==> src/rtl/tg_pkg.sv <==
package tg_pkg;
  typedef enum logic {STD_60 = 1'b0, STD_50 = 1'b1} tv_std_e;
endpackage

==> src/rtl/tg_line_timer.sv <==
module tg_line_timer #(
  parameter int unsigned ACC_W    = 32,
  parameter int unsigned FRAC_W   = 12,
  parameter int unsigned INIT_INC = 8791293
) (
  input  logic             clk_i,
  input  logic             rst_ni,
  input  logic [ACC_W-1:0] inc_nxt_i,
  output logic             stb_o
);
  localparam int unsigned LEN_W = ACC_W - FRAC_W;

  logic [FRAC_W-1:0] res_q;
  logic [ACC_W-1:0]  inc_q, sum;
  logic [LEN_W-1:0]  cnt_q, len;

  assign sum   = ACC_W'(res_q) + inc_q;
  assign len   = sum[ACC_W-1:FRAC_W];
  assign stb_o = (cnt_q == len - LEN_W'(1));

  always_ff @(posedge clk_i or negedge rst_ni) begin
    if (!rst_ni) begin
      cnt_q <= '0;
      res_q <= '0;
      inc_q <= ACC_W'(INIT_INC);
    end else if (stb_o) begin
      cnt_q <= '0;
      res_q <= sum[FRAC_W-1:0];
      inc_q <= inc_nxt_i;
    end else begin
      cnt_q <= cnt_q + LEN_W'(1);
    end
  end

  p_res_hold_r2: assert property (@(posedge clk_i) disable iff (!rst_ni)
    !stb_o |=> $stable(res_q) && $stable(inc_q));
  p_single_stb_r3: assert property (@(posedge clk_i) disable iff (!rst_ni)
    stb_o |=> !stb_o);
endmodule

==> src/rtl/tg_frame_seq.sv <==
module tg_frame_seq #(
  parameter int unsigned LINE_W   = 9,
  parameter int unsigned LINES_A  = 263,
  parameter int unsigned LINES_B  = 313,
  parameter int unsigned VBL_LINE = 240
) (
  input  logic              clk_i,
  input  logic              rst_ni,
  input  logic              line_stb_i,
  input  tg_pkg::tv_std_e   std_i,
  output logic [LINE_W-1:0] line_o,
  output logic              frame_end_o,
  output logic              vblank_o,
  output logic              vbl_irq_o,
  output logic              field_o,
  output tg_pkg::tv_std_e   std_o
);
  logic [LINE_W-1:0] line_q, tot;
  logic              field_q, irq_q;
  tg_pkg::tv_std_e   std_q;

  assign tot         = (std_q == tg_pkg::STD_50) ? LINE_W'(LINES_B) : LINE_W'(LINES_A);
  assign frame_end_o = line_stb_i && (line_q == tot - LINE_W'(1));
  assign vblank_o    = (line_q >= LINE_W'(VBL_LINE));

  always_ff @(posedge clk_i or negedge rst_ni) begin
    if (!rst_ni) begin
      line_q  <= '0;
      field_q <= 1'b0;
      irq_q   <= 1'b0;
      std_q   <= tg_pkg::STD_60;
    end else begin
      irq_q <= line_stb_i && (line_q == LINE_W'(VBL_LINE - 1));
      if (frame_end_o) begin
        line_q  <= '0;
        field_q <= ~field_q;
        std_q   <= std_i;
      end else if (line_stb_i) begin
        line_q <= line_q + LINE_W'(1);
      end
    end
  end

  assign line_o    = line_q;
  assign vbl_irq_o = irq_q;
  assign field_o   = field_q;
  assign std_o     = std_q;

  p_line_hold_r3: assert property (@(posedge clk_i) disable iff (!rst_ni)
    !line_stb_i |=> $stable(line_q));
  p_line_step_r3: assert property (@(posedge clk_i) disable iff (!rst_ni)
    line_stb_i && !frame_end_o |=> line_q == $past(line_q) + LINE_W'(1));
  p_wrap_r4: assert property (@(posedge clk_i) disable iff (!rst_ni)
    frame_end_o |=> line_q == '0);
  p_in_range_r4: assert property (@(posedge clk_i) disable iff (!rst_ni)
    line_q < tot);
  p_irq_line_r5: assert property (@(posedge clk_i) disable iff (!rst_ni)
    vbl_irq_o |-> line_q == LINE_W'(VBL_LINE) && $rose(vblank_o));
  p_field_flip_r7: assert property (@(posedge clk_i) disable iff (!rst_ni)
    frame_end_o |=> field_q != $past(field_q));
  p_std_hold_r9: assert property (@(posedge clk_i) disable iff (!rst_ni)
    !frame_end_o |=> $stable(std_q));
endmodule

==> src/rtl/tg_line_div.sv <==
module tg_line_div #(
  parameter int unsigned PERIOD = 32
) (
  input  logic clk_i,
  input  logic rst_ni,
  input  logic tick_i,
  output logic stb_o
);
  localparam int unsigned CW = (PERIOD > 1) ? $clog2(PERIOD) : 1;

  logic [CW-1:0] cnt_q;
  logic          stb_q, wrap;

  assign wrap = tick_i && (cnt_q == CW'(PERIOD - 1));

  always_ff @(posedge clk_i or negedge rst_ni) begin
    if (!rst_ni) begin
      cnt_q <= '0;
      stb_q <= 1'b0;
    end else begin
      stb_q <= wrap;
      if (wrap)        cnt_q <= '0;
      else if (tick_i) cnt_q <= cnt_q + CW'(1);
    end
  end

  assign stb_o = stb_q;

  p_after_tick_r8: assert property (@(posedge clk_i) disable iff (!rst_ni)
    stb_o |-> $past(tick_i));
endmodule

==> src/rtl/scan_timing_gen.sv <==
module scan_timing_gen #(
  parameter int unsigned ACC_W     = 32,
  parameter int unsigned FRAC_W    = 12,
  parameter int unsigned INC_A     = 8791293,
  parameter int unsigned INC_B     = 8864320,
  parameter int unsigned LINES_A   = 263,
  parameter int unsigned LINES_B   = 313,
  parameter int unsigned VBL_LINE  = 240,
  parameter int unsigned AUD_LINES = 32,
  parameter int unsigned LINE_W    = 9
) (
  input  logic              clk_i,
  input  logic              rst_ni,
  input  logic              std_sel_i,
  output logic              line_stb_o,
  output logic              vbl_irq_o,
  output logic              vblank_o,
  output logic              frame_end_o,
  output logic              field_o,
  output logic [LINE_W-1:0] line_num_o,
  output logic              audio_stb_o
);
  import tg_pkg::*;

  tv_std_e          std_q, std_nxt;
  logic [ACC_W-1:0] inc_nxt;

  assign std_nxt = frame_end_o ? tv_std_e'(std_sel_i) : std_q;
  assign inc_nxt = (std_nxt == STD_50) ? ACC_W'(INC_B) : ACC_W'(INC_A);

  tg_line_timer #(.ACC_W(ACC_W), .FRAC_W(FRAC_W), .INIT_INC(INC_A)) u_line (
    .clk_i(clk_i), .rst_ni(rst_ni), .inc_nxt_i(inc_nxt), .stb_o(line_stb_o)
  );

  tg_frame_seq #(.LINE_W(LINE_W), .LINES_A(LINES_A), .LINES_B(LINES_B),
                 .VBL_LINE(VBL_LINE)) u_frame (
    .clk_i(clk_i), .rst_ni(rst_ni), .line_stb_i(line_stb_o),
    .std_i(tv_std_e'(std_sel_i)), .line_o(line_num_o), .frame_end_o(frame_end_o),
    .vblank_o(vblank_o), .vbl_irq_o(vbl_irq_o), .field_o(field_o), .std_o(std_q)
  );

  tg_line_div #(.PERIOD(AUD_LINES)) u_aud (
    .clk_i(clk_i), .rst_ni(rst_ni), .tick_i(line_stb_o), .stb_o(audio_stb_o)
  );
endmodule

==> config.mk <==
export PLATFORM = sky130hd
export DESIGN_NAME = scan_timing_gen
export DESIGN_NICKNAME = d
export VERILOG_FILES = /design/src/rtl/tg_pkg.sv /design/src/rtl/tg_line_timer.sv /design/src/rtl/tg_frame_seq.sv /design/src/rtl/tg_line_div.sv /design/src/rtl/scan_timing_gen.sv
export SDC_FILE = /design/constraint.sdc
export NUM_CORES = 1
export LEC_CHECK = 0
export BUFFER_PORTS_ARGS = -buffer_cell sky130_fd_sc_hd__clkbuf_2
export CORE_AREA = 2 2 84 86
export DETAILED_ROUTE_END_ITERATION = 10
export DIE_AREA = 0 0 86 88
export PLACE_DENSITY_LB_ADDON = 0.25
export REMOVE_ABC_BUFFERS = 1
export SLEW_MARGIN = 10
export SYNTH_ARGS = -nofsm -noshare
export SYNTH_HDL_FRONTEND = slang
export SYNTH_SLANG_ARGS = --single-unit
==> constraint.sdc <==
create_clock -name clk_i -period 7.6 [get_ports clk_i]
set_input_delay 0 -clock clk_i [delete_from_list [all_inputs] [get_ports clk_i]]
set_output_delay 0 -clock clk_i [all_outputs]
set_load 0.03 [all_outputs]
==> results.py <==
metrics = {
    "run_status": {
        "status": "finished clean",
    },
    "synthesis": {
        "synth_flop_cell": "dfrtp_1",
        "seq_area_frac_synth": 0.4430,
        "netlist_area_mm2": 0.002940,
        "synth-xor-area-share": 0.09830,
        "yosysTopAreaCell": "dfrtp_1",
        "netlist_top_cells_count": "dfrtp_1, xnor2_1, nand2_1",
        "yosys.area_share.adder": 0.06809,
        "synth_warnings": 0,
        "synth_top_family_by_area": "simple AND/OR/NAND/NOR gates",
        "synth_compound_area_frac": 0.1123,
        "synth_edf_count": 0,
        "synth_cells": 284,
        "async_flop_share": 1.000,
        "synth_cell_type_count": 46,
        "synth-simple-area-share": 0.1996,
        "synthMuxAreaShare": 0.05277,
        "ys_ff_latch": 52,
        "synth.top_cell.area_share": 0.4340,
        "yosys-top-cells-area": "dfrtp_1, ha_1, xnor2_1, xor2_1, mux2_2",
        "synth.avg_cell_area_um2": 10.35,
        "yosysMostFrequentCell": "dfrtp_1",
    },
    "global_route": {
        "grt_overflow": 0,
        "grt.total_usage": 0.1571,
        "grt_pass1_wl_um": 9563,
        "grt_start_max_net_pins": 53,
        "antenna_found_initial": 0,
        "grt_pass1_vias": 2017,
    },
    "cts": {
        "cts_root_buffer": "clkbuf_8",
        "clockBufferDepth": 2,
        "cts_tree": "yes",
        "htree_levels": 2,
        "clk_pin_slew_worst_paths_ns": 0.11,
        "numCtsBuffers": 5,
        "cts-resized-gates": 0,
        "clk_latency_ns": 0.31,
        "cts_sinks": 52,
    },
    "placed_design": {
        "io_buffers": 17,
        "dp.cells": 377,
        "place_area_mm2": 0.003094,
        "hpwl_um": 3848,
        "place_ws_ns": 3.321,
        "place_congestion": 0.7660,
    },
    "detailed_routing": {
        "antenna_left": 0,
        "dr.pass1.iters": 4,
        "viasPerCell": 5.491,
        "vias": 2125,
        "route.final.wire_length_um": 5408,
        "first_iter_violations": 81,
        "routedWlPerCell_um": 13.97,
        "drc_errors": 0,
    },
    "sta": {
        "post-route-period-util": 0.5605,
        "holdWs_ns": 0.3331,
        "grt_setup_unrepaired": "no",
        "worst_pin_slew_ns": 0.6561,
        "clock-skew-final_ns": 0.009208,
        "setup-violations-final": 0,
        "hold_viol_final": 0,
        "fmax_mhz": 234.7,
        "drv_slew": 0,
        "relSlewSlack": 0.5626,
        "setup_ws_ns": 3.340,
        "period_needed_ns": 4.260,
        "timing.setup.tns_ns": 0,
    },
    "floorplanning": {
        "die_y_um": 88,
        "fp.dieW_um": 86,
        "pin_count": 18,
        "die-area_mm2": 0.007568,
        "rows": 30,
        "core_area_mm2": 0.006644,
        "start_util": 0.4426,
    },
    "power_and_ir_drop": {
        "peakVddDrop_uv": 78.66,
        "p_leak_nw": 1.545,
        "p_per_area_mw_per_mm2": 140.4,
    },
    "critical_path": {
        "crit_fanout": 29,
        "crit_type": "register to register",
        "cp-start-kind": "register",
        "required_ns": 7.85,
        "arrival_ns": 4.51,
        "endpoint_kind": "register",
    },
    "cells_and_area": {
        "drive_gt1_frac": 0.1564,
        "num_antenna_cells": 0,
        "area_delta_synth_final_pct": 9.106,
        "fin_nets": 325,
        "final_area_mm2": 0.003208,
        "layout.cells.non_filler": 387,
        "fillCellCount": 600,
    },
    "worst_hold_path": {
        "hold_path_class": "input port to async pin",
    },
    "flow_run": {
        "maxCapViolCount": 0,
    },
}
area by class of cell:
| type | count | area [um^2] | share of cell area |
|---|---|---|---|
| multi-input cells | 217 | 1562 | 0.4867 |
| flip-flops and latches | 52 | 1303 | 0.4060 |
| repair buffers | 20 | 112.6 | 0.03510 |
| well taps | 80 | 100.1 | 0.03120 |
| clock buffers | 5 | 68.82 | 0.02145 |
| inverters | 10 | 37.54 | 0.01170 |
| clock inverters | 3 | 25.02 | 0.007800 |
layout by cell type (no fill, tap or decap), types with 9 or more instances in the layout:
master    count
a21oi_1      12
nand2_1      20
ha_1         16
xnor2_1      21
nand3_1      14
clkbuf_2     17
nor2_1       18
mux2_2        9
inv_1        10
xor2_1       12
o21ai_0      14
and3_1       11
nand4_1       9
dfrtp_1      51
per-stage QoR:
step                  util  total power (W)
floorplan                -        0.0002820
global placement    0.4657        0.0002885
detailed placement  0.4657        0.0002886
CTS                 0.4829        0.0004590
global route        0.4829        0.0004716
finish              0.4829        0.0004503
worst paths after layout:
check / cells past startpoint / startpoint / end / slack (ns)
worst min-delay path: 3 / rst_ni / u_line.cnt_q[9] / 0.33
worst min register to register: 1 / u_frame.field_o / u_frame.field_o / 0.47
min in group clk_i: 1 / u_frame.field_o / u_frame.field_o / 0.47
max in group asynchronous: 3 / rst_ni / u_line.res_q[7] / 6.83
worst max register to register: 15 / u_line.inc_q[13] / u_line.res_q[6] / 3.34
worst max-delay path: 15 / u_line.inc_q[13] / u_line.res_q[6] / 3.34
report_power, final:
part	internal, W	leakage, nW	switching (W)	total, W
registers	0.000276	0.709	0	0.000276
clock network	0.0000674	0.0452	0.0000997	0.000167
logic	0.00000138	0.791	0.00000545	0.00000683
total	0.000345	1.54	0.000105	0.000450
registers in the layout, summed over array words and instances, names as in the netlist:
name	flops
u_aud.stb_o	1
u_line.inc_q	2
u_line.cnt_q	20
u_line.res_q	12
u_frame.vbl_irq_o	1
u_aud.cnt_q	5
u_frame.line_o	9
u_frame.field_o	1
u_frame.std_o	1
cells by family after synthesis:
group,count (synthesis)
and+or+nand+nor,106
DFF,52
AOI/OAI and AO/OA,49
xor gates and xnor gates,33
adders and majority gates,16
buffers and inverters,15
muxes,13
repair_timing:
| item | 4_1_cts | 5_1_grt |
|---|---|---|
| buffers inserted | 0 | 0 |
| endpoints found under the hold margin | 52 | 0 |
| hold buffers | 2 | 0 |
| endpoints found under the setup margin | 0 | 0 |
per-layer routing:
metal / GRT usage / vias to the layer above / share of wire
li1: - / 1080 / -
met1: 0.2255 / 1021 / 0.52
met2: 0.2431 / 19 / 0.45
met3: 0.02828 / 5 / 0.023
met4: 0.04762 / 0 / 0.011
met5: 0 / - / 0
critical path, stage by stage (launching register included):
cell	delay, ns
dfstp_2	0.68
ha_1	0.21
ha_1	0.21
a211oi_1	0.11
or4b_4	0.55
a311oi_4	0.34
inv_1	0.08
ha_1	0.18
inv_1	0.05
ha_1	0.22
xor2_1	0.15
nor3_1	0.24
nand4_1	0.13
mux2_4	0.41
a2111oi_1	0.44
xor2_1	0.17
(Power assumes the default switching activity.)
